<file path="src/rtl/pps_pkg.sv">
// Package shared by the hop scheduler: tuner count and index helpers.
// Assumes exactly two tuners, which the ping-pong scheme needs.
package pps_pkg;
    localparam int NUM_PLL = 2;
    localparam int SEL_W   = $clog2(NUM_PLL);

    typedef logic [SEL_W-1:0]   pll_sel_t;
    typedef logic [NUM_PLL-1:0] pll_vec_t;

    // Index of the partner tuner in the pair
    function automatic pll_sel_t partner(input pll_sel_t s);
        return pll_sel_t'(NUM_PLL - 1) - s;
    endfunction
endpackage

</file>
<file path="src/rtl/pps_role_ctrl.sv">
// Role controller: picks the active tuner and the one to command on every
// frame strobe. Mux mode needs a priming frame before the first swap.
// Assumes frame_start is a single-cycle strobe.
module pps_role_ctrl
    import pps_pkg::*;
(
    input  logic     clk,
    input  logic     rst_n,
    input  logic     frame_start,
    input  logic     mux_mode,
    output pll_sel_t active_sel,
    output pll_sel_t tune_sel,
    output logic     tune_fire
);
    logic primed;

    // Update roles on frame strobes only
    always_ff @(posedge clk) begin
        if (!rst_n) begin
            active_sel <= '0;
            tune_sel   <= '0;
            tune_fire  <= 1'b0;
            primed     <= 1'b0;
        end else begin
            tune_fire <= frame_start;
            if (frame_start) begin
                if (!mux_mode) begin
                    tune_sel <= active_sel;
                    primed   <= 1'b0;
                end else if (primed) begin
                    tune_sel   <= active_sel;
                    active_sel <= partner(active_sel);
                end else begin
                    tune_sel <= partner(active_sel);
                    primed   <= 1'b1;
                end
            end
        end
    end
endmodule

</file>
<file path="src/rtl/pps_word_reg.sv">
// Frequency word holder: captures the next-frequency word on a frame strobe.
// Assumes the word is valid in the cycle the strobe is high.
module pps_word_reg #(
    parameter int FREQ_W = 24
) (
    input  logic              clk,
    input  logic              rst_n,
    input  logic              load,
    input  logic [FREQ_W-1:0] din,
    output logic [FREQ_W-1:0] dout
);
    // Capture on load, hold otherwise
    always_ff @(posedge clk) begin
        if (!rst_n)    dout <= '0;
        else if (load) dout <= din;
    end
endmodule

</file>
<file path="src/rtl/pps_lock_mon.sv">
// Lock monitor: on each dwell strobe, checks the lock flag of the active
// tuner and keeps a sticky violation flag until reset.
// Assumes lock flags are synchronous to clk.
module pps_lock_mon
    import pps_pkg::*;
(
    input  logic     clk,
    input  logic     rst_n,
    input  logic     dwell_start,
    input  pll_vec_t pll_lock,
    input  pll_sel_t active_sel,
    output logic     timing_viol
);
    // Set the flag on a late lock, never clear it except by reset
    always_ff @(posedge clk) begin
        if (!rst_n)
            timing_viol <= 1'b0;
        else if (dwell_start && !pll_lock[active_sel])
            timing_viol <= 1'b1;
    end
endmodule

</file>
<file path="src/rtl/pll_pingpong_sched.sv">
// Top of the two-tuner hop scheduler. Handles retune mode (one tuner) and
// mux mode (tuners alternate every frame), hands out one-cycle tune commands
// with the frequency word, and flags dwells whose tuner was not locked.
// Assumes frame_start and dwell_start are single-cycle strobes from baseband.
module pll_pingpong_sched
    import pps_pkg::*;
#(
    parameter int FREQ_W = 24
) (
    input  logic              clk,
    input  logic              rst_n,
    input  logic              frame_start,
    input  logic              dwell_start,
    input  logic              mux_mode,
    input  logic [FREQ_W-1:0] next_freq,
    input  logic [1:0]        pll_lock,
    output logic [1:0]        tune_req,
    output logic [FREQ_W-1:0] tune_word,
    output logic              active_sel,
    output logic              timing_viol
);
    pll_sel_t act_q;
    pll_sel_t tsel_q;
    logic     fire_q;

    pps_role_ctrl u_role (
        .clk         (clk),
        .rst_n       (rst_n),
        .frame_start (frame_start),
        .mux_mode    (mux_mode),
        .active_sel  (act_q),
        .tune_sel    (tsel_q),
        .tune_fire   (fire_q)
    );

    pps_word_reg #(.FREQ_W(FREQ_W)) u_word (
        .clk   (clk),
        .rst_n (rst_n),
        .load  (frame_start),
        .din   (next_freq),
        .dout  (tune_word)
    );

    pps_lock_mon u_lock (
        .clk         (clk),
        .rst_n       (rst_n),
        .dwell_start (dwell_start),
        .pll_lock    (pll_lock),
        .active_sel  (act_q),
        .timing_viol (timing_viol)
    );

    // Decode the per-tuner command lines
    for (genvar g = 0; g < NUM_PLL; g++) begin : g_req
        assign tune_req[g] = fire_q && (tsel_q == pll_sel_t'(g));
    end

    assign active_sel = act_q;
endmodule

</file>
<file path="config.mk">
export PLATFORM = sky130hd
export DESIGN_NAME = pll_pingpong_sched
export DESIGN_NICKNAME = d
export VERILOG_FILES = /design/src/rtl/pps_pkg.sv /design/src/rtl/pps_role_ctrl.sv /design/src/rtl/pps_word_reg.sv /design/src/rtl/pps_lock_mon.sv /design/src/rtl/pll_pingpong_sched.sv
export SDC_FILE = /design/constraint.sdc
export NUM_CORES = 1
export LEC_CHECK = 0
export ABC_AREA = 1
export BUFFER_PORTS_ARGS = -buffer_cell sky130_fd_sc_hd__buf_2
export CORE_UTILIZATION = 40
export DETAILED_ROUTE_END_ITERATION = 10
export HOLD_SLACK_MARGIN = 0.08
export PLACE_DENSITY = 0.75
export SYNTH_ARGS = -nofsm -noshare
export SYNTH_HDL_FRONTEND = slang
export SYNTH_HIERARCHICAL = 1
export SYNTH_SLANG_ARGS = --single-unit
</file>
<file path="constraint.sdc">
create_clock -name clk -period 0.8 [get_ports clk]
set_input_delay 0.24 -clock clk [delete_from_list [all_inputs] [get_ports clk]]
set_output_delay 0.24 -clock clk [all_outputs]
set_load 0.01 [all_outputs]
</file>
## After elaboration in Yosys (flattened, before gate mapping)

Index checks and enable logic that the tools add are counted.

- Output and inout port bits: 28
- Register bits: 29
- Input port bits: 31

- $lt $le $gt $ge: 1
- Multiplexer cells: 5
- Add/subtract/negate cells: 1
- Reductions and logical operators: 5
- Bitwise logic cells: 1

Operators with widths:

| operator | count |
|---|---|
| 2-to-1 mux 1 bit | 5 |
| logical AND 1 bit | 3 |
| AND reduction 3 bit | 1 |
| < comparator 1 x 2 -> 1 bit, second input constant | 1 |
| zero test 1 bit | 1 |
| inverter 1 bit | 1 |
| subtractor 1 bit, first input constant | 1 |

## Logic depth before layout (Yosys ltp)

Gate-level depths: netlist (run 1).

- Depth after elaboration: 4
- Mapped depth: 5
- Mapped depth without buffers: 5

## Hierarchy

The synthesis (run 1) kept the hierarchy.

Modules (own cells, without submodules):

| module | times used | area each (µm²) | cells an instance |
|---|---|---|---|
| pps_word_reg | 1 | 980.9 | 151 |
| pps_role_ctrl | 1 | 162.7 | 22 |
| pps_lock_mon | 1 | 60.1 | 8 |
| pll_pingpong_sched | 1 | 17.5 | 4 |

## Least setup slack after synthesis (run 1)

OpenSTA, ideal clock, no wires.

- Path type: reg-to-reg
- Start point: register u_role.active_sel
- End point: register u_lock.timing_viol
- Slack: 41 ps
- Arrival time: 693 ps
- Library setup time: 66 ps
- Stages on the path, launching flop included: 5
- Data required time: 734 ps
- Clock period less this slack: 759 ps
- Buffers on the path: 0
- Cells stage by stage: dfxtp_1 inv_1 nand2_2 nand3_2 a21oi_2

- Word-level cells in the longest chain between the ends: 4

RTL lines:

| item | RTL line | RTL |
|---|---|---|
| start, declared | pps_role_ctrl.sv:11 | `output pll_sel_t active_sel,` |
| start signal, assigned | pps_role_ctrl.sv:32 | `active_sel <= partner(active_sel);` |
| 2-to-1 mux 1 bit (not written as such) (2 in series) | pps_lock_mon.sv:18 | `else if (dwell_start && !pll_lock[active_sel])` |
| zero test 1 bit | pps_lock_mon.sv:18 |  |
| logical AND 1 bit | pps_lock_mon.sv:18 |  |
| end signal, assigned | pps_lock_mon.sv:17 | `timing_viol <= 1'b0;` |
| end signal, assigned | pps_lock_mon.sv:19 | `timing_viol <= 1'b1;` |
| end, declared | pps_lock_mon.sv:12 | `output logic timing_viol` |

No other way between the ends. The select of a mux whose other input is x is not followed.
A chain may end at the register's enable or synchronous reset.

## Final worst setup path (run 1)

- Start point: register u_role.tune_fire
- End point: output port tune_req[0]

- Word-level cells in the longest chain between the ends: 1

RTL lines:

| item | RTL line | RTL |
|---|---|---|
| start, declared | pps_role_ctrl.sv:13 | `output logic tune_fire` |
| start signal, assigned | pps_role_ctrl.sv:25 | `tune_fire <= frame_start;` |
| logical AND 1 bit | pll_pingpong_sched.sv:55 | `assign tune_req[g] = fire_q && (tsel_q == pll_sel_t'(g));` |
| end, declared | pll_pingpong_sched.sv:17 | `output logic [1:0] tune_req,` |

No other way between the ends.

==> results of run 1 <==
[area by class of cell]
cell class,instances,share of cell area
Clock inverter,1,0.0160
Timing Repair Buffer,66,0.282
Inverter,33,0.0672
Sequential cell,29,0.330
Multi-Input combinational cell,116,0.256
Tap cell,31,0.0206
Clock buffer,7,0.0293
[logic make-up after synthesis]
kind of cell    share of synthesized area
compound gates                     0.0256
buf+inv                             0.142
flops                               0.475
simple gates                        0.357
[report_power, final]
group / internal (mW) / total [mW] / switching, mW
Sequential: 1.56 / 1.63 / 0.0703
Clock: 0.746 / 1.25 / 0.502
Combinational: 0.334 / 0.611 / 0.276
Total: 2.64 / 3.49 / 0.849
[registers in the layout (all words and copies together), names as in the netlist]
signal,count
u_role/tune_fire,1
u_word/dout,24
u_lock/timing_viol,1
u_role/active_sel,1
u_role/tune_sel,1
u_role/primed,1
[how the worst max path moves through the flow]
| stage | startpoint | end | slack [ns] | cells past startpoint |
|---|---|---|---|---|
| after CTS | u_role/tune_fire | tune_req[0] | -0.34 | 3 |
| after detailed placement | frame_start | u_word/dout[8] | -0.08 | 5 |
| after global routing | u_role/tune_sel | tune_req[1] | -0.37 | 3 |
| final | u_role/tune_fire | tune_req[0] | -0.32 | 3 |
| after floorplan | u_role/active_sel | u_lock/timing_viol | 0.04 | 4 |
| after global placement | frame_start | u_role/primed | -0.05 | 5 |
[through the flow]
| stage | hold WS, ns | instances | setup TNS (ns) |
|---|---|---|---|
| after global routing | 0.128 | 283 | -7.58 |
| after CTS | 0.131 | 281 | -6.74 |
| final | 0.149 | 283 | -6.19 |
| after floorplan | 0.333 | 185 | 0 |
| after global placement | 0.447 | 273 | -0.656 |
| after detailed placement | 0.451 | 273 | -1.16 |
[repair_timing]
| action | 4_1_cts | 5_1_grt |
|---|---|---|
| pin swaps | 1 | 3 |
| gates cloned | 0 | 0 |
| endpoints found under the setup margin | 28 | 30 |
| endpoints found under the hold margin | 0 | 0 |
| resized for setup | 56 | 9 |
| setup buffers | 0 | 2 |
[worst max-delay path, delay by kind of cell (launching register included)]
| kind | cells | cell delay [ns] |
|---|---|---|
| flops | 1 | 0.34 |
| buf+inv | 2 | 0.15 |
| simple gates | 1 | 0.06 |
[cells in the final DEF, fill, tap and decap left out]
master	netlist	layout
nor2_1	48	48
inv_4	0	1
nand3_2	1	2
nand2_2	1	3
clkbuf_8	0	1
nand4_1	1	1
a21oi_1	2	1
dfxtp_4	0	1
dfxtp_2	0	28
clkbuf_4	0	5
inv_2	0	2
nor2_2	2	2
nand2_1	56	54
buf_4	1	6
buf_2	4	32
o21a_1	1	1
nand3_1	2	1
buf_6	2	27
inv_1	33	30
buf_12	0	1
a21oi_2	1	2
clkbuf_1	0	1
o21ai_0	1	1
bufinv_16	0	1
[metal layers]
layer | up-vias | track usage | wire length (um)
li1 | 660 | - | -
met1 | 495 | 0.199 | 1200
met2 | 43 | 0.269 | 1130
met3 | 6 | 0.0794 | 198
met4 | 0 | 0.0732 | 46
met5 | - | 0 | 0
[cells in the mapped netlist (all sizes together)]
master | n | share of area
a21oi | 3 | 0.015
buf | 7 | 0.041
dfxtp | 29 | 0.48
inv | 33 | 0.10
nand2 | 57 | 0.18
nand3 | 3 | 0.016
nand4 | 1 | 0.0051
nor2 | 50 | 0.16
o21a | 1 | 0.0061
o21ai | 1 | 0.0041
==> results.py, run 1 <==
metrics = {
    "run_status": {
        "status": "finished, violations left",
        "violations": "DRC, setup timing",
    },
    "sta": {
        "timing.final.crit_period_ns": 1.12,
        "tightest_slew_ns": 0.199,
        "max-slew-margin-rel": 0.866,
        "maxSlewViolCount": 0,
        "skew_ns": 0.00234,
        "rsz0062_at_grt": "yes",
        "fmax_mhz": 892,
        "hold_viol_final": 0,
        "finalCritPeriodShare": 1.40,
        "finalSetupViolCount": 29,
        "worst_slack_ns": -0.320,
    },
    "cells_and_area": {
        "drive_above_1_share": 0.452,
        "final-seq-area_um2": 619,
        "final_area_um2": 1880,
        "n_antenna_cell": 0,
        "area_delta_synth_final_pct": 53.9,
        "multi_input_area_um2": 480,
        "layout.nets": 282,
        "utilization": 0.664,
        "n_fill_cell": 261,
    },
    "setup_path": {
        "regToRegStartpoint": "u_role/active_sel",
        "rrSetupSlack_ns": -0.01,
        "cp_max_fo": 2,
        "cp-start-kind": "register",
        "arrival_ns": 0.88,
        "max_stage_delay_ns": 0.34,
        "r2r-end": "u_role/tune_sel",
        "slowest_stage": "dfxtp_2",
        "path_cells": "inv_2 -> nor2_2 -> buf_2",
        "setup.worst_path.end_class": "output pin",
        "path_class": "register to output pin",
        "r2r.worst_path.cells": 5,
        "cp_data_required_time_ns": 0.56,
    },
    "clock_tree": {
        "cts.sinks": 29,
        "cts.clk_slew.worst_paths_ns": 0.09,
        "clk_path_buf_depth": 2,
        "ctsHoldBuffers": 0,
        "cts_max_level": 2,
        "numCtsBuffers": 5,
        "cts_root_buffer": "clkbuf_4",
        "cts_tree": "done",
        "clk_latency_ns": 0.33,
    },
    "route": {
        "routedWlPerCell_um": 9.12,
        "dr_total_vias": 1204,
        "drc": 6,
        "routed_wl_mm": 2.58,
        "vias_per_cell": 4.25,
        "drt_iter0_drc": 66,
        "drtAntennaViolNets": 0,
        "first_pass_iters": 7,
    },
    "yosys": {
        "synth_cell_type_count": 16,
        "ys_seq_elements": 29,
        "yosys_warnings": 6,
        "synth_area_um2": 1220,
        "avgSynthCellArea_um2": 6.60,
        "synthCells": 185,
        "syn_nets": 216,
        "ys_seq_area_frac": 0.475,
    },
    "run": {
        "drv_cap": 0,
    },
    "placed_design": {
        "place_congestion": 0.739,
        "pre_cts_ws_ns": -0.0763,
        "placed_area_um2": 1560,
        "port_buffers": 58,
        "dp_hpwl_mm": 1.70,
    },
    "die": {
        "ioPinCount": 59,
        "chipHeight_um": 57.3,
        "start_util": 0.432,
        "rows": 19,
        "core_area_um2": 2830,
        "die_area_um2": 3280,
        "die_w_um": 57.3,
    },
    "pwr": {
        "powerDensity_nw_per_um2": 1860,
        "vdd_drop_max_v": 0.00114,
        "finalPower_mw": 3.49,
        "leakage_nw": 1.05,
    },
    "min_path": {
        "worstHoldEndpoint": "u_lock/timing_viol",
        "min-delay-start": "dwell_start",
        "whs_path_depth": 3,
        "hold_class": "input port to register",
    },
    "global_route": {
        "antenna_found_initial": 0,
        "grt_pass1_vias": 1029,
        "grt_util_all_layers": 0.170,
        "grt_pass1_wl_mm": 4.21,
        "overflow": 0,
        "grt_max_degree": 28,
    },
}
No activity file was read; power rests on OpenSTA's default activity.
==> run 2: changes to the inputs <==
--- a/config.mk
+++ b/config.mk
@@ -7,7 +7,9 @@
 export LEC_CHECK = 0
 export ABC_AREA = 1
 export BUFFER_PORTS_ARGS = -buffer_cell sky130_fd_sc_hd__buf_2
-export CORE_UTILIZATION = 40
+export CELL_PAD_IN_SITES_DETAIL_PLACEMENT = 1
+export CELL_PAD_IN_SITES_GLOBAL_PLACEMENT = 2
+export CORE_UTILIZATION = 20
 export DETAILED_ROUTE_END_ITERATION = 10
 export HOLD_SLACK_MARGIN = 0.08
 export PLACE_DENSITY = 0.75
==> constraint.sdc (replaced) <==
create_clock -name clk -period 1 [get_ports clk]
set_input_delay 0.3 -clock clk [delete_from_list [all_inputs] [get_ports clk]]
set_output_delay 0.3 -clock clk [all_outputs]
set_load 0.01 [all_outputs]
==> run 2 against run 1 <==
Net effect: the flow finishes with violations (setup timing); utilization down 34 points; combinational power down 19%; clock skew decreased by 0.0019 ns; total power shrank 22%; sequential share of layout area shrank 0.98 points; register-to-register slack better by 0.19 ns; sequential cell count unchanged; clock-buffer cell count is 1 higher; first-iteration DRC count down 58%.
==> results.py, run 2 (synthesized netlist as in run 1, its figures left out) <==
metrics = {
    "run_status": {
        "status": "finished, violations left",
        "violations": "setup timing",
    },
    "cells_and_area": {
        "largest_register_ffs": 24,
        "utilization": 0.327,
        "n_antenna_cell": 0,
        "stdcell_count": 327,
        "final_common_cell": "nand2_1",
        "layout.nets": 282,
        "regMostFlops": "u_word/dout",
        "mostFrequentLayoutCells": "56 x nand2_1, 48 x nor2_1, 32 x inv_1, 32 x buf_2, 27 x dfxtp_2",
        "drive_above_1_share": 0.417,
        "area_delta_synth_final_pct": 58.3,
    },
    "clock_tree": {
        "numCtsBuffers": 5,
        "cts_root_buffer": "clkbuf_8",
        "cts_max_level": 2,
        "cts.sinks": 29,
        "clk_latency_ns": 0.27,
        "cts.clk_slew.worst_paths_ns": 0.06,
        "ctsHoldBuffers": 0,
        "clk_path_buf_depth": 2,
        "cts_tree": "done",
    },
    "route": {
        "vias_per_cell": 3.76,
        "routedWlPerCell_um": 9.05,
        "dr_total_vias": 1230,
        "drt_iter0_drc": 28,
        "drc": 0,
        "routed_wl_mm": 2.96,
        "first_pass_iters": 3,
        "drtAntennaViolNets": 0,
    },
    "setup_path": {
        "cp_data_required_time_ns": 0.70,
        "regToRegStartpoint": "u_role/active_sel",
        "cp-start-kind": "register",
        "rrSetupSlack_ns": 0.18,
        "setup.worst_path.end_class": "output pin",
        "cp_max_fo": 2,
        "path_cells": "inv_2 -> nor2_2 -> buf_2",
        "path_class": "register to output pin",
        "r2r.worst_path.cells": 4,
        "r2r-end": "u_role/active_sel",
        "slowest_stage": "dfxtp_2",
        "arrival_ns": 0.82,
        "startpoint": "u_role/tune_fire",
        "max_stage_delay_ns": 0.34,
    },
    "min_path": {
        "min-delay-start": "dwell_start",
        "whs_path_depth": 3,
        "hold_class": "input port to register",
        "worstHoldEndpoint": "u_lock/timing_viol",
    },
    "sta": {
        "timing.final.crit_period_ns": 1.12,
        "finalSetupViolCount": 25,
        "tightest_slew_ns": 0.151,
        "worst_slack_ns": -0.120,
        "skew_ns": 0.000480,
        "fmax_mhz": 893,
        "finalCritPeriodShare": 1.12,
        "maxSlewViolCount": 0,
        "max-slew-margin-rel": 0.898,
        "hold_viol_final": 0,
        "tns_ns": -0.357,
        "rsz0062_at_grt": "yes",
    },
    "pwr": {
        "pwr-share-seq": 0.482,
        "power_frac_comb": 0.184,
        "leakage_nw": 1.05,
        "power.internal_mw": 2.02,
        "vdd_drop_max_v": 0.000505,
        "finalPower_mw": 2.71,
        "p_switching_mw": 0.688,
        "pwr-share-clk": 0.334,
        "swShare": 0.254,
        "powerDensity_nw_per_um2": 1400,
    },
    "global_route": {
        "grt_pass1_vias": 1126,
        "antenna_found_initial": 0,
        "grtUsageMet1": 0.109,
        "grt_pass1_wl_mm": 4.79,
        "use_met2": 0.167,
        "grt_util_all_layers": 0.0985,
        "overflow": 0,
        "grt_busiest_layer": "met2",
        "grt_max_degree": 36,
        "grt_use_met3": 0.0352,
    },
    "placed_design": {
        "port_buffers": 58,
        "place_congestion": 0.638,
        "dp_cells": 315,
        "dp_hpwl_mm": 2.06,
        "pre_cts_ws_ns": 0.0238,
    },
    "die": {
        "die_area_um2": 6420,
        "ioPinCount": 59,
        "chipHeight_um": 80.1,
        "die_w_um": 80.1,
        "start_util": 0.206,
        "rows": 28,
        "core_area_um2": 5920,
    },
    "run": {
        "drv_cap": 0,
    },
}
run 2: cell count changes in the layout (fill, tap and decap cells not counted), sizes merged:
cell	before	now
bufinv	1	0
clkbuf	7	8
run 2: per-stage QoR:
step,area [um2],hold WS [ns]
2_1_floorplan,1220,0.393
3_3_place_gp,1620,0.451
3_5_place_dp,1620,0.451
4_1_cts,1910,0.257
5_1_grt,1930,0.265
6_report,1930,0.270
run 2: final cells by class:
class / count / area [um2]
tap: 75 / 93.8
inverter: 33 / 124
clock buffer: 8 / 80.1
multi-input combinational: 116 / 467
fill: 750 / 3990
timing repair buffer: 66 / 551
sequential: 29 / 618
run 2: worst max-delay path by stage:
| stage | to | slack, ns | depth (start not counted) |
|---|---|---|---|
| 2_1_floorplan | u_word/dout[10] | 0.18 | 4 |
| 3_3_place_gp | u_word/dout[21] | 0.05 | 5 |
| 3_5_place_dp | u_word/dout[1] | 0.02 | 5 |
| 4_1_cts | tune_req[1] | -0.14 | 3 |
| 5_1_grt | tune_req[0] | -0.20 | 3 |
| 6_report | tune_req[0] | -0.12 | 3 |
run 2: critical path: cells and delay by family, from the launching register on:
family | cells | cell delay, ns
buffers and inverters | 2 | 0.16
DFF | 1 | 0.34
and+or+nand+nor | 1 | 0.05
run 2: timing repair:
| action | in CTS | in global routing |
|---|---|---|
| buffers inserted | 1 | 3 |
| endpoints found under the setup margin | 28 | 28 |
| pin swaps | 1 | 0 |
| gates resized for setup | 56 | 0 |
run 2: power groups by stage:
| stage | clock [mW] | combinational, mW | sequential, mW |
|---|---|---|---|
| floorplan | 0 | 0.189 | 1.33 |
| global placement | 0 | 0.408 | 1.30 |
| detailed placement | 0 | 0.415 | 1.30 |
| CTS | 0.964 | 0.496 | 1.31 |
| global route | 1.03 | 0.561 | 1.31 |
| finish | 0.904 | 0.497 | 1.30 |
run 2: layer usage:
| metal | share of wire | vias up |
|---|---|---|
| met5 | 0 | - |
| met3 | 0.059 | 5 |
| li1 | - | 658 |
| met2 | 0.47 | 35 |
| met1 | 0.45 | 532 |
| met4 | 0.014 | 0 |
